===== src/rtl/usb_in_tx_pkg.sv =====
package usb_in_tx_pkg;

    typedef enum logic [1:0] {
        ST_IDLE = 2'd0,
        ST_SEND = 2'd1,
        ST_WAIT = 2'd2
    } tx_state_e;

    typedef struct packed {
        logic       auto_commit;
        logic       iso_mode;
        logic [1:0] spare;
        logic       dbl_buf;
    } ep_cfg_t;

endpackage


===== src/rtl/usb_in_ep_cfg.sv =====
module usb_in_ep_cfg
    import usb_in_tx_pkg::*;
(
    input  logic       clk,
    input  logic       rst_n,
    input  logic       cfg_wr,
    input  logic [7:0] cfg_wdata,
    output ep_cfg_t    cfg,
    output logic       force_req,
    output logic [7:0] cfg_rdata
);

    typedef struct packed {
        ep_cfg_t cfg;
        logic    force_pulse;
    } cfg_state_t;

    cfg_state_t st_d, st_q;

    always_comb begin
        st_d             = st_q;
        st_d.force_pulse = 1'b0;
        if (cfg_wr) begin
            st_d.cfg.auto_commit = cfg_wdata[7];
            st_d.cfg.iso_mode    = cfg_wdata[6];
            st_d.cfg.spare       = cfg_wdata[5:4];
            st_d.cfg.dbl_buf     = cfg_wdata[0];
            st_d.force_pulse     = cfg_wdata[3];
        end
    end

    always_ff @(posedge clk) begin
        if (!rst_n) begin
            st_q.cfg.auto_commit <= 1'b0;
            st_q.cfg.iso_mode    <= 1'b0;
            st_q.cfg.spare       <= 2'b10;
            st_q.cfg.dbl_buf     <= 1'b0;
            st_q.force_pulse     <= 1'b0;
        end else begin
            st_q <= st_d;
        end
    end

    assign cfg       = st_q.cfg;
    assign force_req = st_q.force_pulse;
    assign cfg_rdata = {st_q.cfg.auto_commit, st_q.cfg.iso_mode, st_q.cfg.spare,
                        3'b000, st_q.cfg.dbl_buf};


    spare_hold_chk: assert property (@(posedge clk) disable iff (!rst_n)
        !cfg_wr |=> cfg_rdata == $past(cfg_rdata));

endmodule


===== src/rtl/usb_in_ep_fifo.sv =====
module usb_in_ep_fifo #(
    parameter int PKT_BYTES = 64,
    parameter int LEN_W     = $clog2(PKT_BYTES + 1),
    parameter int IDX_W     = $clog2(PKT_BYTES),
    parameter int MAXP_W    = $clog2(PKT_BYTES / 8 + 1)
) (
    input  logic              clk,
    input  logic              rst_n,
    input  logic              dbl_buf,
    input  logic              auto_commit,
    input  logic [MAXP_W-1:0] maxp_units,
    input  logic              wr_en,
    input  logic [7:0]        wr_data,
    input  logic              commit_req,
    input  logic              pop,
    input  logic [IDX_W-1:0]  rd_idx,
    output logic [7:0]        rd_data,
    output logic [LEN_W-1:0]  send_len,
    output logic [1:0]        pkt_cnt
);

    localparam int ADDR_W = IDX_W + 1;
    localparam int DEPTH  = 2 * PKT_BYTES;
    localparam int CMP_W  = 16;

    typedef struct packed {
        logic                  send_slot;
        logic [1:0]            cnt;
        logic [LEN_W-1:0]      wr_len;
        logic [1:0][LEN_W-1:0] len;
    } fifo_state_t;

    fifo_state_t st_d, st_q;
    logic [7:0]  mem [DEPTH];

    logic [1:0]       cap;
    logic             space;
    logic             load_slot;
    logic             wr_ok;
    logic [LEN_W-1:0] len_after;
    logic             auto_hit;
    logic             do_commit;
    logic             do_pop;
    logic [ADDR_W-1:0] wr_addr;

    always_comb begin
        cap       = dbl_buf ? 2'd2 : 2'd1;
        space     = st_q.cnt < cap;
        load_slot = st_q.send_slot ^ (st_q.cnt == 2'd1);
        wr_ok     = wr_en && space && (int'(st_q.wr_len) < PKT_BYTES);
        len_after = st_q.wr_len + LEN_W'(wr_ok);
        auto_hit  = auto_commit && wr_ok && (maxp_units != '0) &&
                    (CMP_W'(len_after) == CMP_W'({maxp_units, 3'b000}));
        do_commit = (commit_req || auto_hit) && space;
        do_pop    = pop && (st_q.cnt != 2'd0);
        wr_addr   = {load_slot, st_q.wr_len[IDX_W-1:0]};

        st_d        = st_q;
        st_d.wr_len = len_after;
        if (do_commit) begin
            st_d.len[load_slot] = len_after;
            st_d.wr_len         = '0;
        end
        st_d.cnt = st_q.cnt + 2'(do_commit) - 2'(do_pop);
        if (do_pop) begin
            st_d.send_slot = ~st_q.send_slot;
        end
    end

    always_ff @(posedge clk) begin
        if (!rst_n) begin
            st_q <= '0;
        end else begin
            st_q <= st_d;
        end
    end

    always_ff @(posedge clk) begin
        if (wr_ok) begin
            mem[wr_addr] <= wr_data;
        end
    end

    assign rd_data  = mem[{st_q.send_slot, rd_idx}];
    assign send_len = st_q.len[st_q.send_slot];
    assign pkt_cnt  = st_q.cnt;


    cnt_limit_chk: assert property (@(posedge clk) disable iff (!rst_n)
        st_q.cnt <= 2'd2);


    no_overfill_chk: assert property (@(posedge clk) disable iff (!rst_n)
        (commit_req && !pop && (st_q.cnt >= cap)) |=> st_q.cnt == $past(st_q.cnt));


    len_bound_chk: assert property (@(posedge clk) disable iff (!rst_n)
        int'(st_q.wr_len) <= PKT_BYTES);

endmodule


===== src/rtl/usb_in_ep_seq.sv =====
module usb_in_ep_seq
    import usb_in_tx_pkg::*;
#(
    parameter int LEN_W = 7,
    parameter int IDX_W = 6
) (
    input  logic             clk,
    input  logic             rst_n,
    input  logic             iso_mode,
    input  logic             force_req,
    input  logic             in_tok,
    input  logic             ack_rx,
    input  logic [1:0]       pkt_cnt,
    input  logic [LEN_W-1:0] send_len,
    input  logic [7:0]       rd_data,
    output logic [IDX_W-1:0] rd_idx,
    output logic             pop,
    output logic             tx_valid,
    output logic [7:0]       tx_data,
    output logic             tx_last,
    output logic             tx_tog,
    output logic             tx_zlp,
    output logic             tx_nak,
    output logic             data_tog
);

    typedef struct packed {
        tx_state_e        state;
        logic [IDX_W-1:0] idx;
        logic             tog;
        logic             force_pend;
        logic             tx_valid;
        logic [7:0]       tx_data;
        logic             tx_last;
        logic             tx_tog;
        logic             tx_zlp;
        logic             tx_nak;
    } seq_state_t;

    seq_state_t st_d, st_q;
    logic       force_now;

    always_comb begin
        st_d          = st_q;
        st_d.tx_valid = 1'b0;
        st_d.tx_last  = 1'b0;
        st_d.tx_zlp   = 1'b0;
        st_d.tx_nak   = 1'b0;
        pop           = 1'b0;
        force_now     = st_q.force_pend || force_req;
        st_d.force_pend = force_now;
        rd_idx        = st_q.idx;

        if (force_now && (st_q.state != ST_SEND)) begin
            st_d.force_pend = 1'b0;
            st_d.tog        = ~st_q.tog;
            pop             = (pkt_cnt != 2'd0);
            st_d.state      = ST_IDLE;
        end else begin
            unique case (st_q.state)
                ST_IDLE, ST_WAIT: begin
                    if (in_tok) begin
                        if (pkt_cnt != 2'd0) begin
                            if (send_len == '0) begin
                                st_d.tx_zlp = 1'b1;
                                st_d.tx_tog = st_q.tog;
                                if (iso_mode) begin
                                    pop        = 1'b1;
                                    st_d.tog   = ~st_q.tog;
                                    st_d.state = ST_IDLE;
                                end else begin
                                    st_d.state = ST_WAIT;
                                end
                            end else begin
                                st_d.idx   = '0;
                                st_d.state = ST_SEND;
                            end
                        end else if (iso_mode) begin
                            st_d.tx_zlp = 1'b1;
                            st_d.tx_tog = st_q.tog;
                            st_d.state  = ST_IDLE;
                        end else begin
                            st_d.tx_nak = 1'b1;
                            st_d.state  = ST_IDLE;
                        end
                    end else if ((st_q.state == ST_WAIT) && ack_rx) begin
                        pop        = 1'b1;
                        st_d.tog   = ~st_q.tog;
                        st_d.state = ST_IDLE;
                    end
                end
                ST_SEND: begin
                    st_d.tx_valid = 1'b1;
                    st_d.tx_data  = rd_data;
                    st_d.tx_tog   = st_q.tog;
                    if ({1'b0, st_q.idx} == LEN_W'(send_len - LEN_W'(1))) begin
                        st_d.tx_last = 1'b1;
                        if (iso_mode) begin
                            pop        = 1'b1;
                            st_d.tog   = ~st_q.tog;
                            st_d.state = ST_IDLE;
                        end else begin
                            st_d.state = ST_WAIT;
                        end
                    end else begin
                        st_d.idx = st_q.idx + IDX_W'(1);
                    end
                end
                default: st_d.state = ST_IDLE;
            endcase
        end
    end

    always_ff @(posedge clk) begin
        if (!rst_n) begin
            st_q       <= '0;
            st_q.state <= ST_IDLE;
        end else begin
            st_q <= st_d;
        end
    end

    assign tx_valid = st_q.tx_valid;
    assign tx_data  = st_q.tx_data;
    assign tx_last  = st_q.tx_last;
    assign tx_tog   = st_q.tx_tog;
    assign tx_zlp   = st_q.tx_zlp;
    assign tx_nak   = st_q.tx_nak;
    assign data_tog = st_q.tog;


    nak_bulk_only_chk: assert property (@(posedge clk) disable iff (!rst_n)
        tx_nak |-> $past(!iso_mode));


    tog_cause_chk: assert property (@(posedge clk) disable iff (!rst_n)
        !$stable(data_tog) |-> ($past(pop) || $past(force_now)));


    stray_ack_chk: assert property (@(posedge clk) disable iff (!rst_n)
        ((st_q.state == ST_IDLE) && ack_rx && !in_tok && !force_now) |=> $stable(data_tog));


    one_reply_chk: assert property (@(posedge clk) disable iff (!rst_n)
        $countones({tx_valid, tx_zlp, tx_nak}) <= 1);

endmodule


===== src/rtl/usb_in_ep_tx.sv =====
module usb_in_ep_tx
    import usb_in_tx_pkg::*;
#(
    parameter int PKT_BYTES = 64,
    parameter int MAXP_W    = $clog2(PKT_BYTES / 8 + 1)
) (
    input  logic              clk,
    input  logic              rst_n,
    input  logic              cfg_wr,
    input  logic [7:0]        cfg_wdata,
    output logic [7:0]        cfg_rdata,
    input  logic [MAXP_W-1:0] maxp_units,
    input  logic              fw_wr,
    input  logic [7:0]        fw_data,
    input  logic              fw_commit,
    output logic              pkt_rdy,
    output logic              data_tog,
    input  logic              in_tok,
    input  logic              ack_rx,
    output logic              tx_valid,
    output logic [7:0]        tx_data,
    output logic              tx_last,
    output logic              tx_tog,
    output logic              tx_zlp,
    output logic              tx_nak
);

    localparam int LEN_W = $clog2(PKT_BYTES + 1);
    localparam int IDX_W = $clog2(PKT_BYTES);

    ep_cfg_t          cfg;
    logic             force_req;
    logic [IDX_W-1:0] rd_idx;
    logic [7:0]       rd_data;
    logic [LEN_W-1:0] send_len;
    logic [1:0]       pkt_cnt;
    logic             pop;

    usb_in_ep_cfg u_cfg (
        .clk       (clk),
        .rst_n     (rst_n),
        .cfg_wr    (cfg_wr),
        .cfg_wdata (cfg_wdata),
        .cfg       (cfg),
        .force_req (force_req),
        .cfg_rdata (cfg_rdata)
    );

    usb_in_ep_fifo #(
        .PKT_BYTES (PKT_BYTES),
        .LEN_W     (LEN_W),
        .IDX_W     (IDX_W),
        .MAXP_W    (MAXP_W)
    ) u_fifo (
        .clk         (clk),
        .rst_n       (rst_n),
        .dbl_buf     (cfg.dbl_buf),
        .auto_commit (cfg.auto_commit),
        .maxp_units  (maxp_units),
        .wr_en       (fw_wr),
        .wr_data     (fw_data),
        .commit_req  (fw_commit),
        .pop         (pop),
        .rd_idx      (rd_idx),
        .rd_data     (rd_data),
        .send_len    (send_len),
        .pkt_cnt     (pkt_cnt)
    );

    usb_in_ep_seq #(
        .LEN_W (LEN_W),
        .IDX_W (IDX_W)
    ) u_seq (
        .clk       (clk),
        .rst_n     (rst_n),
        .iso_mode  (cfg.iso_mode),
        .force_req (force_req),
        .in_tok    (in_tok),
        .ack_rx    (ack_rx),
        .pkt_cnt   (pkt_cnt),
        .send_len  (send_len),
        .rd_data   (rd_data),
        .rd_idx    (rd_idx),
        .pop       (pop),
        .tx_valid  (tx_valid),
        .tx_data   (tx_data),
        .tx_last   (tx_last),
        .tx_tog    (tx_tog),
        .tx_zlp    (tx_zlp),
        .tx_nak    (tx_nak),
        .data_tog  (data_tog)
    );

    assign pkt_rdy = (pkt_cnt != 2'd0);


    valid_needs_pkt_chk: assert property (@(posedge clk) disable iff (!rst_n)
        tx_valid |-> $past(pkt_rdy));

endmodule


===== config.mk =====
export PLATFORM = sky130hd
export DESIGN_NAME = usb_in_ep_tx
export DESIGN_NICKNAME = d
export VERILOG_FILES = /design/src/rtl/usb_in_tx_pkg.sv /design/src/rtl/usb_in_ep_cfg.sv /design/src/rtl/usb_in_ep_fifo.sv /design/src/rtl/usb_in_ep_seq.sv /design/src/rtl/usb_in_ep_tx.sv
export SDC_FILE = /design/constraint.sdc
export NUM_CORES = 1
export LEC_CHECK = 0
export BUFFER_PORTS_ARGS = -buffer_cell sky130_fd_sc_hd__buf_2
export CAP_MARGIN = 10
export CORE_MARGIN = 2
export CORE_UTILIZATION = 50
export DETAILED_ROUTE_END_ITERATION = 7
export GPL_TIMING_DRIVEN = 0
export HOLD_SLACK_MARGIN = 0.06
export MAX_ROUTING_LAYER = met4
export PLACE_DENSITY_LB_ADDON = 0.05
export SLEW_MARGIN = 20
export SYNTH_ARGS = -nofsm -noshare
export SYNTH_HDL_FRONTEND = slang
export SYNTH_SLANG_ARGS = --single-unit
export TNS_END_PERCENT = 5

===== constraint.sdc =====
create_clock -name clk -period 4.3 [get_ports clk]
set_input_delay 0.215 -clock clk [delete_from_list [all_inputs] [get_ports clk]]
set_output_delay 0.215 -clock clk [all_outputs]
set_load 0.05 [all_outputs]

# == Yosys cells after proc, flatten, opt, wreduce, memory -nomap -nowiden ==
# Memories as Yosys holds them, arrays and structs flattened.
# Index checks and enable logic that the tools add are counted.
# W data, S select, Z words.
# totals
rom_bits,0
n_memories,1
ramBits,1024
input_bits,27
latchBits,0
ff_bits,53
# classes
n_mul,0
n_lt_le_gt_ge,5
div_mod_pow,0
shift,0
add_sub_neg,5
bitwise_logic,8
mux,43
eq_ne,18
reduce_logical,30
# mem_list
memory,words,word_bits,read_ports,rd_clocked_by_memory_dff,wr,line,source
u_fifo.mem,128,8,1,0,1,usb_in_ep_fifo.sv:34,logic [7:0] mem [DEPTH];
# op_table
operator,n
$mux W7,4
$mux W2,10
$mux W1,18
$mux W6,3
$bwmux W14,1
$pmux W7 S2,1
$logic_and A1 B1 Y1,10
$mux W10,1
$reduce_and A5 Y1,2
$ne A2 B2 Y1 const B,4
$ne A4 B2 Y1 const B,2
$add A7 B1 Y7,1
$demux W7 S1,1
$eq A6 B7 Y1,1
$eq A7 B7 Y1,1
$logic_not A7 Y1,1
$lt A7 B7 Y1 const B,1
$not A1 Y1,7
$sub A7 B1 Y7 const B,1
$add A6 B1 Y6 const B,1
$ne A3 B2 Y1 const B,2
$reduce_and A2 Y1,3
$reduce_and A6 Y1,1
$reduce_or A2 Y1,3
other kinds (23),29

# == Logic depth before layout (Yosys ltp) ==
# depth
depth_word,11
ltp_mapped,17
depth_no_buf,17

# == Modules after synthesis ==
# A second synthesis with hierarchy kept.
# hier_totals
cells_unflattened,2126
area_unflattened_um2,42381.9
# modules_own_cells
mod,seq_area_each_um2,n_inst,cells_per_inst,area_each_um2
usb_in_ep_fifo,31230.0,1,1922,40666.5
usb_in_ep_seq,460.4,1,176,1427.6
usb_in_ep_cfg,120.1,1,27,281.5
usb_in_ep_tx,0.0,1,1,6.3

# == Worst setup path before layout ==
# OpenSTA, ideal clock, no wires.
# synth_timing
path_type,register to register
start,register u_cfg.cfg[0] (netlist name)
end,register u_fifo.st_q (netlist bit u_fifo.pkt_cnt[1])
path_slack_ns,0.961
stages_incl_launch_ff,18
required_time_ns,4.185
synth_period_minus_slack_ns,3.339
arrival_ns,3.224
setup_ns,0.115
path_cell_list,dfxtp_1 -> inv_1 -> ha_1 -> o21ai_1 -> nand2b_1 -> nor3b_2 -> ha_1 -> ha_1 -> nand3_1 -> xor2_1 -> xnor2_1 -> and4bb_1 -> a31oi_2 -> nor2_1 -> ha_1 -> xnor2_1 -> xnor2_1 -> and2_1
# synth_between
elab_chain_cells,11
word_cells_on_any_way,13
cone_classes,add/sub (3); order compare (1); eq/ne (1); mux (1); reduce/logical (7)
# synth_rtl
item,line,source
$mux W2 (*),usb_in_ep_fifo.sv:47,cap = dbl_buf ? 2'd2 : 2'd1;
$lt A2 B2 Y1 (*),usb_in_ep_fifo.sv:48,space = st_q.cnt < cap;
$logic_and A1 B1 Y1 (2 in series),usb_in_ep_fifo.sv:50,wr_ok = wr_en && space && (int'(st_q.wr_len) < PKT_BYTES);
$add A7 B1 Y7 or $logic_and A1 B1 Y1 (tied branches),"usb_in_ep_fifo.sv:51, usb_in_ep_fifo.sv:52",
$eq A7 B7 Y1 or $logic_and A1 B1 Y1 (tied branches),"usb_in_ep_fifo.sv:53, usb_in_ep_fifo.sv:52",
$logic_and A1 B1 Y1,usb_in_ep_fifo.sv:52,auto_hit = auto_commit && wr_ok && (maxp_units != '0) &&
$logic_or A1 B1 Y1,usb_in_ep_fifo.sv:54,do_commit = (commit_req || auto_hit) && space;
$logic_and A1 B1 Y1 (*),usb_in_ep_fifo.sv:54,
$add A2 B1 Y2 (*),usb_in_ep_fifo.sv:64,st_d.cnt = st_q.cnt + 2'(do_commit) - 2'(do_pop);
$sub A2 B1 Y2 (*),usb_in_ep_fifo.sv:64,
"end signal, assigned",usb_in_ep_fifo.sv:74,st_q <= st_d;
"end, declared",usb_in_ep_fifo.sv:33,"fifo_state_t st_d, st_q;"
# Mark *: on every way between the ends. The rest lies on a longest branch, timed or not.
# A chain may end at the register's enable or synchronous reset.

# == Worst setup path in the final report ==
# layout_timing
start,register u_cfg.cfg[0] (netlist name)
end,memory u_fifo.mem[62][3] (enable)
# layout_between
elab_chain_cells,6
# layout_rtl
item,line,source
$mux W2,usb_in_ep_fifo.sv:47,
$lt A2 B2 Y1,usb_in_ep_fifo.sv:48,
$logic_and A1 B1 Y1 (2 in series),usb_in_ep_fifo.sv:50,
$mux W1,usb_in_ep_fifo.sv:79,if (wr_ok) begin
$mux W1 (not written as such),usb_in_ep_fifo.sv:80,mem[wr_addr] <= wr_data;
"end, declared",usb_in_ep_fifo.sv:34,
# No other way between the ends.

==> run_results.csv <==
group,metric,value,unit
logic_synthesis,ys_warn_count,0,
logic_synthesis,ys_types,60,
grt,grt_use_met2,38.2,%
logic_synthesis,synth_xor_area_share,0.371,%
grt,top_usage_layer,"met2",
floorplanning,std_cell_rows,106,
grt,grt_first_pass_wirelength,152,mm
setup_path,arrival,4540,ps
clock_tree,cts.sinks,1077,
place,place_congestion,0.901,
hold_path,hold_path_class,"in -> reg",
logic_synthesis,yosys-top-cells-area,"edfxtp_1 72%, mux4_2 14%, dfxtp_1 2.5%",
clock_tree,clockBufferDepth,3,
sta,setup_viol,0,
logic_synthesis,synthAdderAreaFrac,0.236,%
sta,fmax,0.236,GHz
floorplanning,start_util,50.6,%
clock_tree,cts_tree,"built",
route,wl_per_cell,29.9,um
logic_synthesis,synthFlopType,"edfxtp_1",
setup_path,crit_path_end_kind,"flip-flop",
job,maxCapViolations,0,
sta,hold_violations,0,
pwr,power_leakage,14.9,nW
route,vias,21527,
clock_tree,clockRootBuffer,"clkbuf_16",
setup_path,worstPathRequired,4600,ps
clock_tree,clk_latency,680,ps
logic_synthesis,postSynthAreaPerCell,19.8,um2
cells_and_area,syn_to_final_growth,13.8,%
route,drtPass1Iterations,5,
clock_tree,clkTransAtPathRegs,60,ps
route,viasPerCell,6.04,
route,drtIter0Drc,2532,
cells_and_area,n_antenna_cell,0,
route,routed_wl,107,mm
sta,worst_slew_pin_slew,1120,ps
sta,finalCritPeriodShare,98.6,%
floorplanning,die_y,295,um
setup_path,criticalPathCategory,"reg -> reg",
floorplanning,die_area,87200,um2
sta,rsz0062_at_grt,"yes",
pwr,cellInternalPower,17.8,mW
logic_synthesis,async_flop_share,0,%
grt,antenna_found_initial,0,
clock_tree,cts_setup_buffers,0,
pwr,clock_power_share,40.9,%
grt,grt_max_degree,93,
logic_synthesis,synth_compound_area_share,2.35,%
route,drtAntennaViolNets,0,
logic_synthesis,synthesis.area,42400,um2
status,outcome,"finished, final reports clean",
sta,finClkSkew,18.3,ps
grt,groute.usage.overall,25.5,%
cells_and_area,fin_area,48300,um2
place,placedCellCount,3336,
clock_tree,numCtsBuffers,109,
pwr,power,23.0,mW
logic_synthesis,netlist_instances,2148,
logic_synthesis,synthSimpleGateAreaFrac,4.34,%
setup_path,cp_max_fo,10,
pwr,combPwrFrac,8.6,%
setup_path,cp-start-kind,"flip-flop",
pwr,power_density,477,nW/um2
logic_synthesis,synth_top_family_by_area,"multiplexers",
sta,relSlewSlack,24.3,%
place,dpl_cell_area,44400,um2
clock_tree,h-tree-depth,3,
grt,grt_overflow_total,0,
grt,met1_usage,36.2,%
logic_synthesis,muxShareOfSynthArea,16.0,%
pwr,p_sw_share,22.9,%
route,drc,0,
grt,grtUsageMet3,5.09,%
cells_and_area,nets,2372,
floorplanning,io_pins,50,
logic_synthesis,synth_edf_count,1024,
floorplanning,die_w,295,um
pwr,peakVddDrop,0.438,mV
sta,period_minus_slack,4240,ps
place,hpwl,69.9,mm
cells_and_area,drive_above_1_share,24.9,%
place,portBuffers,43,
logic_synthesis,synth.top_cell.area_share,72.4,%
sta,finalMaxSlewViolations,0,
logic_synthesis,yosysSeqAreaShare,74.9,%
grt,grt_pass1_vias,21486,
floorplanning,core,83800,um2
pwr,sequentialPowerShare,50.5,%
pwr,switching_power,5.27,mW
logic_synthesis,yosysTopAreaCell,"edfxtp_1",
cells_and_area,layout.cells.non_filler,3564,
logic_synthesis,yosys_register_bits,1077,
-- flip-flops by register name, indices dropped and copies added, names as in the netlist --
register         count
u_seq.st_q           3
u_seq.tx_data        8
u_seq.tx_tog         1
u_fifo.mem        1024
u_seq.rd_idx         6
u_fifo.st_q         22
u_seq.tx_zlp         1
u_seq.tx_valid       1
u_cfg.force_req      1
u_fifo.pkt_cnt       2
u_cfg.cfg            5
u_seq.tx_nak         1
u_seq.data_tog       1
u_seq.tx_last        1
-- power by group through the flow --
| stage | clock network [mW] | logic (mW) | registers [mW] |
|---|---|---|---|
| 2_1_floorplan | 0 | 1.18 | 11.9 |
| 3_3_place_gp | 0 | 1.90 | 11.9 |
| 3_5_place_dp | 0 | 1.96 | 11.8 |
| 4_1_cts | 9.56 | 1.98 | 11.6 |
| 5_1_grt | 9.97 | 2.11 | 11.6 |
| 6_report | 9.41 | 1.98 | 11.6 |
-- Yosys cell counts, drive strengths merged (4+ instances only) --
cell / count
nor3b: 4
nand3: 40
dfxtp: 53
o221ai: 18
mux4: 257
edfxtp: 1024
mux2: 10
ha: 8
o31ai: 7
and3: 6
xnor2: 12
nand2b: 12
clkbuf: 46
o22ai: 30
nor4: 10
nor3: 14
nor2b: 18
nor2: 160
inv: 13
o21ai: 18
nand2: 114
o211ai: 9
nand4: 6
and2: 13
xor2: 6
buf: 79
a31oi: 19
a211oi: 12
mux2i: 90
a21oi: 16
-- metal layers --
metal  share of wire (%)  routed length, um
met4                 2.4               2590
met2                  46              49500
met1                  44              46400
met3                 7.5               8000
met5                   0                  0
-- worst max-delay path: stages, from the launching register on --
cell and delay (ps):
dfxtp_1 380, inv_1 60, ha_1 260, o21ai_1 80, nand2b_1 200, nor3b_4 470, nor2b_1 300, nand3_1 640
clkbuf_2 650, nor2_1 790
-- repair_timing --
item / 4_1_cts / 5_1_grt
endpoints found under the hold margin: 369 / 0
endpoints found under the setup margin: 16 / 419
gates resized for setup: 0 / 32
hold buffers: 24 / 0
-- cell usage in the layout (no fill, tap or decap), drive strengths merged, types with 7 or more instances in the layout --
cell type / n
o211ai: 9
inv: 16
bufinv: 10
a31oi: 19
o21ai: 18
nor2: 160
nand3: 40
nand2: 114
ha: 8
o31ai: 7
and2: 13
nor3: 14
nor4: 10
mux2: 10
nand2b: 12
a211oi: 12
o221ai: 18
o22ai: 30
clkinv: 51
xnor2: 12
nor2b: 18
mux2i: 90
edfxtp: 1024
dfxtp: 53
dlygate4sd3: 24
clkbuf: 181
a21oi: 16
buf: 131
mux4: 257
-- worst paths after layout --
check | to | depth (start not counted) | slack [ps] | startpoint
worst max-delay path | u_fifo.mem[62][3] | 9 | 60 | u_cfg.cfg[0]
worst min-delay path | u_seq.tx_data[6] | 5 | 210 | rst_n
worst max register to register | u_fifo.mem[62][3] | 9 | 60 | u_cfg.cfg[0]
worst min register to register | u_fifo.st_q[13] | 2 | 460 | u_fifo.st_q[13]
-- area by class of cell --
class,instances,area [um2]
Clock inverter,69,653
Multi-Input combinational cell,935,10000
Tap cell,1134,1420
Fill cell,6352,35500
Clock buffer,135,2930
Inverter,13,48.8
Sequential cell,1077,31800
Timing Repair Buffer,76,733
Buffer,125,694
-- metrics by stage --
stage,util (%),hold slack [ps],TNS (ps),setup WS [ps]
3_5_place_dp,53.0,442,-254,-18.3
3_3_place_gp,52.6,431,-17980,-191
4_1_cts,57.5,160,-339,-27.4
2_1_floorplan,-,314,0,961
5_1_grt,57.6,240,-4060,-104
6_report,57.6,206,0,58.3
-- logic make-up (layout without fill, tap and decap cells) --
group	count (synthesis)	after routing
AO/OA/AOI/OAI	143	143
adder cells (fa/ha/maj)	8	8
buffers and inverters	138	418
multiplexers	357	357
flip-flops	1077	1077
AND/OR/NAND/NOR	406	406
XOR/XNOR	18	18
other	1	3
No activity file was read; power rests on OpenSTA's default activity.
